`config.mk`:
```
export PLATFORM = sky130hd
export DESIGN_NAME = cfg_unlock_port
export DESIGN_NICKNAME = d
export VERILOG_FILES = /design/src/rtl/cfg_pkg.sv /design/src/rtl/cfg_port_decode.sv /design/src/rtl/cfg_unlock_fsm.sv /design/src/rtl/cfg_reg_bank.sv /design/src/rtl/cfg_unlock_port.sv
export SDC_FILE = /design/constraint.sdc
export NUM_CORES = 2
export LEC_CHECK = 0
export BUFFER_PORTS_ARGS = -buffer_cell sky130_fd_sc_hd__buf_2
export CORE_UTILIZATION = 25
export CTS_BUF_LIST = sky130_fd_sc_hd__clkbuf_16
export DETAILED_ROUTE_END_ITERATION = 8
export PLACE_DENSITY = 0.34
export SYNTH_ARGS = -nofsm -noshare
export SYNTH_HDL_FRONTEND = slang
export SYNTH_SLANG_ARGS = --single-unit
```
`constraint.sdc`:
```
create_clock -name clk -period 4.6 [get_ports clk]
set_input_delay 0.69 -clock clk [delete_from_list [all_inputs] [get_ports clk]]
set_output_delay 0.69 -clock clk [all_outputs]
set_load 0.005 [all_outputs]
```
`src/rtl/cfg_pkg.sv`:
```
package cfg_pkg;
   typedef enum logic [1:0] {
      ST_LOCKED = 2'd0,
      ST_HALF   = 2'd1,
      ST_OPEN   = 2'd2
   } unlock_st_t;

   localparam logic [7:0] KEY_ENTER = 8'h87;
   localparam logic [7:0] KEY_EXIT  = 8'hAA;
   localparam logic [7:0] IDX_MISC  = 8'h02;
   localparam logic [7:0] IDX_LDEV  = 8'h07;
   localparam logic [7:0] IDX_GCTL  = 8'h26;
   localparam logic [7:0] IDX_BANK0 = 8'h30;
   localparam int         LOCK_BIT  = 5;
   localparam int         STRAP_BIT = 6;

   function automatic logic idx_accepted(input logic [7:0] v);
      return (v == IDX_MISC) || (v >= IDX_LDEV);
   endfunction
endpackage

```
`src/rtl/cfg_port_decode.sv`:
```
module cfg_port_decode #(
   parameter int ADDR_W  = 16,
   parameter int BASE_LO = 'h2E,
   parameter int BASE_HI = 'h4E
) (
   input  logic [ADDR_W-1:0] addr,
   input  logic              alt_sel,
   output logic              hit_index,
   output logic              hit_data
);
   localparam logic [ADDR_W-1:0] IDX_A0 = ADDR_W'(BASE_LO);
   localparam logic [ADDR_W-1:0] IDX_A1 = ADDR_W'(BASE_HI);
   localparam logic [ADDR_W-1:0] DAT_A0 = ADDR_W'(BASE_LO + 1);
   localparam logic [ADDR_W-1:0] DAT_A1 = ADDR_W'(BASE_HI + 1);

   logic [ADDR_W-1:0] idx_a;
   logic [ADDR_W-1:0] dat_a;

   always_comb begin
      idx_a     = alt_sel ? IDX_A1 : IDX_A0;
      dat_a     = alt_sel ? DAT_A1 : DAT_A0;
      hit_index = (addr == idx_a);
      hit_data  = (addr == dat_a);
   end
endmodule

```
`src/rtl/cfg_unlock_fsm.sv`:
```
module cfg_unlock_fsm
   import cfg_pkg::*;
(
   input  logic       clk,
   input  logic       cold_rst_n,
   input  logic       warm_rst_n,
   input  logic       idx_wr,
   input  logic [7:0] wdata,
   output logic       open_q,
   output logic       idx_load
);
   unlock_st_t st_q, st_d;

   always_comb begin
      st_d = st_q;
      case (st_q)
         ST_LOCKED: if (idx_wr && wdata == KEY_ENTER) st_d = ST_HALF;
         ST_HALF:   if (idx_wr) st_d = (wdata == KEY_ENTER) ? ST_OPEN : ST_LOCKED;
         ST_OPEN:   if (idx_wr && wdata == KEY_EXIT) st_d = ST_LOCKED;
         default:   st_d = ST_LOCKED;
      endcase
   end

   always_ff @(posedge clk) begin
      if (!cold_rst_n || !warm_rst_n) st_q <= ST_LOCKED;
      else                            st_q <= st_d;
   end

   assign open_q   = (st_q == ST_OPEN);
   assign idx_load = open_q && idx_wr && (wdata != KEY_EXIT) && idx_accepted(wdata);
endmodule

```
`src/rtl/cfg_reg_bank.sv`:
```
module cfg_reg_bank
   import cfg_pkg::*;
#(
   parameter int DEV_N    = 12,
   parameter int SKIP_DEV = 4,
   parameter int BANK_N   = 16,
   parameter int GLOB_LO  = 'h20,
   parameter int GLOB_N   = 16
) (
   input  logic       clk,
   input  logic       cold_rst_n,
   input  logic       strap_q,
   input  logic       wr_en,
   input  logic [7:0] idx,
   input  logic [7:0] wdata,
   output logic [7:0] rd_val,
   output logic [7:0] ldev_q,
   output logic       lock_q
);
   localparam int DSEL_W = (DEV_N > 1) ? $clog2(DEV_N) : 1;
   localparam int DSLOTS = 1 << DSEL_W;
   localparam int BOFF_W = (BANK_N > 1) ? $clog2(BANK_N) : 1;
   localparam int BSLOTS = 1 << BOFF_W;
   localparam int GOFF_W = (GLOB_N > 1) ? $clog2(GLOB_N) : 1;
   localparam int GSLOTS = 1 << GOFF_W;

   generate
      if (GLOB_LO < 8 || GLOB_LO + GLOB_N > int'(IDX_BANK0)) begin : g_bad_glob
         $error("global window must lie in 08h..2Fh");
      end
      if (BANK_N < 1 || int'(IDX_BANK0) + BANK_N > 256) begin : g_bad_bank
         $error("bank window must lie in 30h..FFh");
      end
      if (DEV_N < 1 || DEV_N > 255) begin : g_bad_dev
         $error("DEV_N out of range");
      end
   endgenerate

   logic             wr_ok;
   logic [8:0]       idx9;
   logic             in_bank, in_glob, dev_ok;
   logic [BOFF_W-1:0] boff;
   logic [GOFF_W-1:0] goff;
   logic [7:0]       misc_q;
   logic [7:0]       glob_rd [GSLOTS];
   logic [7:0]       bank_rd [DSLOTS];

   always_comb begin
      idx9    = {1'b0, idx};
      wr_ok   = wr_en && !lock_q;
      in_bank = (idx9 >= 9'(IDX_BANK0)) && (idx9 < 9'(int'(IDX_BANK0) + BANK_N));
      in_glob = (idx9 >= 9'(GLOB_LO)) && (idx9 < 9'(GLOB_LO + GLOB_N));
      boff    = BOFF_W'(idx - IDX_BANK0);
      goff    = GOFF_W'(idx - 8'(GLOB_LO));
      dev_ok  = (ldev_q < 8'(DEV_N)) && (ldev_q != 8'(SKIP_DEV));
   end

   always_ff @(posedge clk) begin
      if (!cold_rst_n) begin
         misc_q <= '0;
         ldev_q <= '0;
         lock_q <= 1'b0;
      end else begin
         if (wr_ok && idx == IDX_MISC) misc_q <= wdata;
         if (wr_ok && idx == IDX_LDEV) ldev_q <= wdata;
         if (wr_en && idx == IDX_GCTL) lock_q <= wdata[LOCK_BIT];
      end
   end

   generate
      for (genvar g = 0; g < GSLOTS; g++) begin : g_glob
         if (g >= GLOB_N) begin : g_none
            assign glob_rd[g] = '0;
         end else if (GLOB_LO + g == int'(IDX_GCTL)) begin : g_ctl
            always_comb begin
               glob_rd[g]            = '0;
               glob_rd[g][STRAP_BIT] = strap_q;
               glob_rd[g][LOCK_BIT]  = lock_q;
            end
         end else begin : g_store
            logic [7:0] val_q;
            always_ff @(posedge clk) begin
               if (!cold_rst_n)                                 val_q <= '0;
               else if (wr_ok && in_glob && goff == GOFF_W'(g)) val_q <= wdata;
            end
            assign glob_rd[g] = val_q;
         end
      end

      for (genvar d = 0; d < DSLOTS; d++) begin : g_dev
         if (d >= DEV_N || d == SKIP_DEV) begin : g_absent
            assign bank_rd[d] = '0;
         end else begin : g_present
            logic [7:0] mem_q [BSLOTS];
            logic       sel;
            assign sel = (ldev_q == 8'(d));
            always_ff @(posedge clk) begin
               if (!cold_rst_n) begin
                  for (int k = 0; k < BSLOTS; k++) mem_q[k] <= '0;
               end else if (wr_ok && in_bank && sel) begin
                  mem_q[boff] <= wdata;
               end
            end
            assign bank_rd[d] = mem_q[boff];
         end
      end
   endgenerate

   always_comb begin
      rd_val = '0;
      if (idx == IDX_MISC)         rd_val = misc_q;
      else if (idx == IDX_LDEV)    rd_val = ldev_q;
      else if (in_glob)            rd_val = glob_rd[goff];
      else if (in_bank && dev_ok)  rd_val = bank_rd[ldev_q[DSEL_W-1:0]];
   end
endmodule

```
`src/rtl/cfg_unlock_port.sv`:
```
module cfg_unlock_port
   import cfg_pkg::*;
#(
   parameter int ADDR_W   = 16,
   parameter int BASE_LO  = 'h2E,
   parameter int BASE_HI  = 'h4E,
   parameter int DEV_N    = 12,
   parameter int SKIP_DEV = 4,
   parameter int BANK_N   = 16,
   parameter int GLOB_LO  = 'h20,
   parameter int GLOB_N   = 16
) (
   input  logic              clk,
   input  logic              cold_rst_n,
   input  logic              warm_rst_n,
   input  logic              strap_alt_base,
   input  logic [ADDR_W-1:0] io_addr,
   input  logic [7:0]        io_wdata,
   input  logic              io_wr,
   input  logic              io_rd,
   output logic [7:0]        io_rdata,
   output logic              cfg_active
);
   logic       strap_q;
   logic       hit_index, hit_data;
   logic       idx_load;
   logic [7:0] idx_q;
   logic [7:0] reg_val;
   logic [7:0] ldev_w;
   logic       lock_w;
   logic       data_wr;

   always_ff @(posedge clk) begin
      if (!cold_rst_n) strap_q <= strap_alt_base;
   end

   cfg_port_decode #(.ADDR_W(ADDR_W), .BASE_LO(BASE_LO), .BASE_HI(BASE_HI)) u_dec (
      .addr      (io_addr),
      .alt_sel   (strap_q),
      .hit_index (hit_index),
      .hit_data  (hit_data)
   );

   cfg_unlock_fsm u_fsm (
      .clk        (clk),
      .cold_rst_n (cold_rst_n),
      .warm_rst_n (warm_rst_n),
      .idx_wr     (io_wr && hit_index),
      .wdata      (io_wdata),
      .open_q     (cfg_active),
      .idx_load   (idx_load)
   );

   always_ff @(posedge clk) begin
      if (!cold_rst_n)   idx_q <= '0;
      else if (idx_load) idx_q <= io_wdata;
   end

   assign data_wr = io_wr && hit_data && cfg_active;

   cfg_reg_bank #(
      .DEV_N(DEV_N), .SKIP_DEV(SKIP_DEV), .BANK_N(BANK_N),
      .GLOB_LO(GLOB_LO), .GLOB_N(GLOB_N)
   ) u_bank (
      .clk        (clk),
      .cold_rst_n (cold_rst_n),
      .strap_q    (strap_q),
      .wr_en      (data_wr),
      .idx        (idx_q),
      .wdata      (io_wdata),
      .rd_val     (reg_val),
      .ldev_q     (ldev_w),
      .lock_q     (lock_w)
   );

   always_comb begin
      io_rdata = '0;
      if (io_rd && cfg_active) begin
         if (hit_index)     io_rdata = idx_q;
         else if (hit_data) io_rdata = reg_val;
      end
   end
endmodule

```
Word-level counts from Yosys, hierarchy flattened:

Memories as Yosys holds them, arrays and structs flattened.
Index checks and enable logic that the tools add are counted.

* memory bits (writable): 1408
* output and inout port bits: 9
* word-level logic and storage cells: 235
* memories kept: 11
* register bits: 148
* bits of input ports: 30

* mux-type cells: 87
* eq/ne operators: 39
* reduce and logical (&&, ||, !) cells: 65
* $add $sub $neg: 2
* magnitude comparators: 8
* bitwise gates (word level): 2

Memory list
* u_bank.g_dev[0].g_present.mem_q: depth 16, bits a word 8, read ports 1, clocked after memory_dff 0, write ports 16, RTL line cfg_reg_bank.sv:94 `logic [7:0] mem_q [BSLOTS];`
* u_bank.g_dev[10].g_present.mem_q: depth 16, bits a word 8, read ports 1, clocked after memory_dff 0, write ports 16, RTL line cfg_reg_bank.sv:94
* u_bank.g_dev[11].g_present.mem_q: depth 16, bits a word 8, read ports 1, clocked after memory_dff 0, write ports 16, RTL line cfg_reg_bank.sv:94
* u_bank.g_dev[1].g_present.mem_q: depth 16, bits a word 8, read ports 1, clocked after memory_dff 0, write ports 16, RTL line cfg_reg_bank.sv:94
* u_bank.g_dev[2].g_present.mem_q: depth 16, bits a word 8, read ports 1, clocked after memory_dff 0, write ports 16, RTL line cfg_reg_bank.sv:94
* u_bank.g_dev[3].g_present.mem_q: depth 16, bits a word 8, read ports 1, clocked after memory_dff 0, write ports 16, RTL line cfg_reg_bank.sv:94
* +5 memories

Operators by type and width (count)
* 8-bit 2-to-1 mux: 22
* 8-bit OR reduction: 11
* 8-bit binary-select mux with 4-bit select: 2
* 1-bit logical AND: 45
* 1-bit 2-to-1 mux: 45
* 4-bit 2-to-1 mux: 11
* 16-bit equality test: 2
* 4-bit equality test (second input constant): 8
* 8-bit by 2-bit equality test with 1-bit output (second input constant): 4
* 8-bit by 3-bit equality test with 1-bit output (second input constant): 4
* 8-bit by 4-bit equality test with 1-bit output (second input constant): 4
* 8-bit equality test (second input constant): 2
* 8-bit by 6-bit greater-or-equal comparator with 1-bit output (second input constant): 2
* 7-bit 2-to-1 mux: 2
* 4-bit by 3-bit equality test with 1-bit output (second input constant): 3
* 5-bit greater-or-equal comparator (second input constant): 2
* 4-bit inverter with 5-bit output: 2
* 4-bit by 2-bit equality test with 1-bit output (second input constant): 2
* 8-bit by 1-bit equality test with 1-bit output (second input constant): 1
* 8-bit by 6-bit equality test with 1-bit output (second input constant): 1
* 8-bit by 3-bit greater-or-equal comparator with 1-bit output (second input constant): 1
* 8-bit zero test: 1
* 8-bit by 4-bit < comparator with 1-bit output (second input constant): 1
* 8-bit by 6-bit < comparator with 1-bit output (second input constant): 1
* 15 further kinds: 24

Longest topological paths before layout:

* depth in word-level cells: 12
* mapped depth: 13
* mapped depth without buffers: 7

Modules after synthesis:

Synthesis repeated with hierarchy kept, for this count alone.

* cells, all modules: 5279
* area, all modules: 69305.2 sq um

By module, submodules not included
* cfg_reg_bank: area each 68547.0 sq um, sequential area each 45023.2 sq um, times used 1, cells each 5189
* cfg_unlock_port: area each 475.5 sq um, sequential area each 190.2 sq um, times used 1, cells each 56
* cfg_unlock_fsm: area each 187.7 sq um, sequential area each 40.0 sq um, times used 1, cells each 22
* cfg_port_decode: area each 95.1 sq um, sequential area each 0.0 sq um, times used 1, cells each 12

Least setup slack after synthesis:

No wires, ideal clock.

* path type: input to register
* start point: input port io_addr[9]
* end point: memory u_bank.g_dev[7].g_present.mem_q[4][0], enable pin
* data required time: 4.216 ns
* path slack: 1.121 ns
* cell stages on the path: 8
* library setup time: 0.384 ns
* data arrival time: 3.095 ns
* path buffers: 1
* cells stage by stage: nor4_1 nand4_1 nor4b_4 nand4_2 nor3b_2 nand2_1 clkbuf_1 o21ai_0

RTL lines
* from (decl): RTL line cfg_unlock_port.sv:17 `input logic [ADDR_W-1:0] io_addr,`
* to (decl): RTL line cfg_reg_bank.sv:94

Final worst setup path:

* start point: register idx_q[0]
* end point: output port io_rdata[6]

* cells in the longest elaborated chain, start to end: 12
* elaborated cells between the ends (all ways): 36
* those cells by class: add/sub: 2; order compare: 4; eq/ne: 2; mux: 13; bitwise: 1; reduce/logical: 3; memory: 11

RTL lines
* from (decl): RTL line cfg_unlock_port.sv:27 `logic [7:0] idx_q;`
* from (signal assigned): RTL line cfg_unlock_port.sv:56 `else if (idx_load) idx_q <= io_wdata;`
* 4-bit by 1-bit subtractor with 4-bit output: RTL line cfg_reg_bank.sv:53, cfg_reg_bank.sv:54
* memory read 16 x 8 bit
* 8-bit binary-select mux with 4-bit select: RTL line cfg_reg_bank.sv:114 `else if (in_bank && dev_ok) rd_val = bank_rd[ldev_q[DSEL_W-1:0]];`
* 8-bit 2-to-1 mux (not written as such) (2 in series): RTL line cfg_reg_bank.sv:114
* 8-bit 2-to-1 mux: RTL line cfg_reg_bank.sv:114
* 8-bit 2-to-1 mux: RTL line cfg_reg_bank.sv:113 `else if (in_glob) rd_val = glob_rd[goff];`
* 8-bit 2-to-1 mux: RTL line cfg_reg_bank.sv:112 `else if (idx == IDX_LDEV) rd_val = ldev_q;`
* 8-bit 2-to-1 mux (*): RTL line cfg_reg_bank.sv:111 `if (idx == IDX_MISC) rd_val = misc_q;`
* 8-bit 2-to-1 mux (*): RTL line cfg_unlock_port.sv:80 `else if (hit_data) io_rdata = reg_val;`
* 8-bit 2-to-1 mux (*): RTL line cfg_unlock_port.sv:79 `if (hit_index) io_rdata = idx_q;`
* 8-bit 2-to-1 mux (*): RTL line cfg_unlock_port.sv:78 `if (io_rd && cfg_active) begin`
* to (decl): RTL line cfg_unlock_port.sv:21 `output logic [7:0] io_rdata,`

Mark *: on every way between the ends. The rest lies on a longest branch, timed or not. The select of a mux whose other input is x is not followed.

==> summary by stage <==
Outcome
The run finished, with violations left. The checks that failed: negative setup slack.

Min path
The launch instance of the worst min-delay path is warm_rst_n. Counting instances, the worst hold path has a depth of 3. In this run the worst hold path is classified as in -> reg. The end point of the most critical hold path is u_fsm.st_q[1].

Global route
Entering global routing, the biggest net connects 125 pins. The initial antenna violation count was 19. Across every metal layer, demand over resource in global routing totals 0.2499. The via count of the first global-routing pass is 46.84k.

Summed over all layers, the global routing overflow is 0. The first-pass GRT wire length is 461700 µm.

Cells and area
Of the cells placed in the final design, the portion with a size suffix greater than 1 is 0.2594. The final layout net count is 5770. Leaving out fill and tap cells, the most frequent cells in the layout are sky130_fd_sc_hd__nor2_1, sky130_fd_sc_hd__edfxtp_1, sky130_fd_sc_hd__buf_4.

Leaving out fill and tap cells, the most frequent cell in the layout is sky130_fd_sc_hd__nor2_1. Counting the fill cells in the layout gives 27.68k. The number of standard cells in the final layout excluding fillers is 9587. The area growth from synthesis to layout is 22.82%.

STA
The final count of hold timing violations is 0. The clock period minus final worst setup slack is 5095 ps. The final setup violation count is 8. The maximum clock frequency is 0.1963 GHz.

Setup repair after global routing could not meet its margin everywhere. The total count of max-transition violations in the final report is 0. Dividing the final minimum period by the clock period gives 1.108. The headroom to the max-slew limit is 0.002115. The setup clock skew after layout is 40.92 ps. The slew at the pin closest to its max-slew limit is 1497 ps. The worst-case setup margin in the final layout is -495.0 ps. After routing, the total negative slack on setup checks comes to -2201 ps.

Die
The die covers 278600 µm². In this run the core area contains 192 standard-cell rows. The width of the chip is 527.9 µm.

The placeable core region is 274300 µm². For this design the top-level I/O count stands at 39. For this configuration, the core starts out at a cell density of 0.2520.

From bottom edge to top edge, the die measures 527.9 µm.

Placed design
The post-DP HPWL is 254900 µm. The total placed cells including tap cells is 9147. The number of buffers inserted by port buffering is 38. The congestion estimate from routability-driven global placement came to 1.052.

Clock tree
Clock tree synthesis selected as its root buffer the cell sky130_fd_sc_hd__clkbuf_16. TritonCTS built the clock tree. The number of clock buffers added by TritonCTS is 188.

The clock latency of the later-clocked register in the worst-skew pair is 870 ps. The clock transition time at the flip-flop clock pins of the worst setup and hold paths is 60 ps. The maximum count of clock buffers along a single path is 3. CTS saw 1560 sinks. The number of levels the H-tree was split into is 4.

Pwr
Power comes to 32.39 mW. The power density over the cells is 381.4 nW/µm². Summed over all cells, the static leakage comes to 26.11 nW. VDD sags by at most 378.2 µV.

Worst setup path
The kind of critical path is reg -> out. The critical path data arrival time is 4400 ps. The worst-path maximum fanout is 5. The data required time at the worst endpoint is 3910 ps.

In this run the critical register-to-register path is launched from strap_q. The slack of the worst reg-to-reg path is 900 ps. The endpoint class of the critical path is a primary output.

The endpoint identified for the worst register-to-register timing path is u_bank.g_dev[1].g_present.mem_q[15][1]. The worst setup path is launched from a register. The cell depth of the worst flop-to-flop path is 11.

Synthesis
The share of the synthesized area in the top cell type is 0.6120. Sorting the synthesized cells by area gives the leading types as sky130_fd_sc_hd__edfxtp_1, sky130_fd_sc_hd__mux4_2, sky130_fd_sc_hd__nor2_1, sky130_fd_sc_hd__dfxtp_1, sky130_fd_sc_hd__o21ai_0. The async set-reset flop share out of synthesis is 0. Of the synthesized area, sequential elements account for 0.6557. The dominant combinational cell family by area after synthesis is multiplexers. The number of instances in the synthesized netlist is 5324. After synthesis, the share of cell area in mux cells is 0.1320. The synthesized-area fraction occupied by ao, oa, aoi and oai cells is 0.05969. Yosys mapped a number of flops with a built-in enable equal to 1409. In this run, distinct cell masters in the synthesized netlist total 70. The cell area that synthesis handed to floorplanning was 69130 µm². The warning count from the yosys run is 0. Of the total synthesized cell area, the portion taken by full adders, half adders and majority gates is 0. The prevailing post-synth register cell is sky130_fd_sc_hd__edfxtp_1. Synthesis inferred 1560 register bits. When the netlist entered floorplanning its net count stood at 5354. Of the total synthesized cell area, the portion taken by XOR and XNOR cells is 0.

The synthesized area per cell is 12.99 µm². Of the total synthesized cell area, the portion taken by AND, OR, NAND and NOR gates is 0.1160. Of all cell types, the one taking the most synthesized area is sky130_fd_sc_hd__edfxtp_1.

Drt
In the detailed route, the total length drawn on met3 is 22290 µm. The post-detailed-route DRC marker count is 0. The wire length reported by the detailed router is 353200 µm. The pre-antenna-repair detailed-routing pass consisted of 6 iterations. The highest layer touched by signal routing is met5. For this block, the via count after detailed routing is 48.48k. The final routed wire length divided by cell count is 36.84 µm. After the first detailed-routing iteration, the DRC count stood at 5751. Once detail routing completed, the nets flagged for antenna violations numbered 0. The routed metal-1 wire length is 152700 µm.

The routed design uses 166200 µm of met2 wire. After detailed routing, the number of vias per cell comes to 5.057.

Run
Across the run, the number of max-cap violations was 0.
power by group:
part           switching [mW]  internal (mW)  total (mW)
registers               0.282           16.0        16.3
clock network            6.33           8.21        14.5
logic                    1.06          0.461        1.52
total                    7.68           24.7        32.4
synthesized netlist by cell type (all sizes together) (32+ instances only):
| cell | n |
|---|---|
| nor2 | 1498 |
| edfxtp | 1409 |
| clkbuf | 380 |
| nand2 | 354 |
| mux4 | 336 |
| o21ai | 312 |
| buf | 178 |
| a21oi | 161 |
| dfxtp | 151 |
| mux2i | 148 |
| a22oi | 95 |
| nand3 | 41 |
| a221oi | 32 |
per-layer routing:
metal	vias to the layer above	global-route usage
met3	364	0.04605
met5	-	0
met2	1864	0.4052
met1	25932	0.3375
met4	8	0.07593
li1	20312	-
worst max path at each step:
| stage | startpoint | endpoint | slack [ps] | cells after the start |
|---|---|---|---|---|
| after CTS | register | io_rdata[4] | -390 | 13 |
| final | idx_q[0] | io_rdata[6] | -490 | 6 |
| after global placement | register | io_rdata[4] | -250 | 13 |
| after detailed placement | register | io_rdata[4] | -230 | 13 |
| after global routing | idx_q[0] | io_rdata[6] | -510 | 6 |
| after floorplan | io_addr[9] | u_bank.g_dev[7].g_present.mem_q[4][0] | 1120 | 8 |
cell type report:
cell class / instances / area (µm²) / area share
antenna: 7 / 17.52 / 0.0002063
clock buffer: 192 / 4805 / 0.05658
clock inverter: 152 / 1080 / 0.01272
inverter: 9 / 36.28 / 0.0004273
multi-input combinational: 3197 / 22070 / 0.2599
sequential: 1560 / 45360 / 0.5342
tap: 3686 / 4612 / 0.05432
timing repair buffer: 784 / 6930 / 0.08162
flip-flops by register name, summed over array words and instances, names as in the netlist, named ones only:
name	flops
u_bank.g_dev.g_present.mem_q	1408
u_bank.g_glob.g_store.val_q	120
idx_q	8
u_bank.ldev_q	8
u_bank.misc_q	8
u_fsm.st_q	2
strap_q	1
u_bank.lock_q	1
stage by stage:
step | worst slack (ps) | area [µm²] | hold slack [ps] | util
global route | -508.0 | 84900 | 111.2 | 0.3094
floorplan | 1121 | 69130 | 405.4 | -
detailed placement | -226.0 | 77150 | 436.6 | 0.2812
global placement | -252.4 | 77150 | 428.6 | 0.2812
finish | -495.0 | 84910 | 114.8 | 0.3095
CTS | -386.8 | 84490 | 53.43 | 0.3080
logic make-up (layout without fill, tap and decap cells):
kind of cell           Yosys count  count (layout)
AND/OR/NAND/NOR               2011            2011
flip-flops                    1560            1560
AO/OA/AOI/OAI                  695             695
buffers and inverters          567            1137
multiplexers                   491             491
other                            0               7
worst max-delay path, cell delays in order (launching register included):
cell and delay, ps:
sky130_fd_sc_hd__dfxtp_4 410, sky130_fd_sc_hd__buf_12 130, sky130_fd_sc_hd__mux4_2 570, sky130_fd_sc_hd__mux4_2 530, sky130_fd_sc_hd__a222oi_1 1260, sky130_fd_sc_hd__o221ai_4 370
sky130_fd_sc_hd__buf_2 250
timing repair:
item,in CTS,in global routing
endpoints found under the setup margin,8,8
endpoints found under the hold margin,1,0
resized for setup,164,41
setup buffers,65,20
pin swaps,32,25
cloned,5,4
hold buffers,1,0
Power figures use the tool's default switching activity.
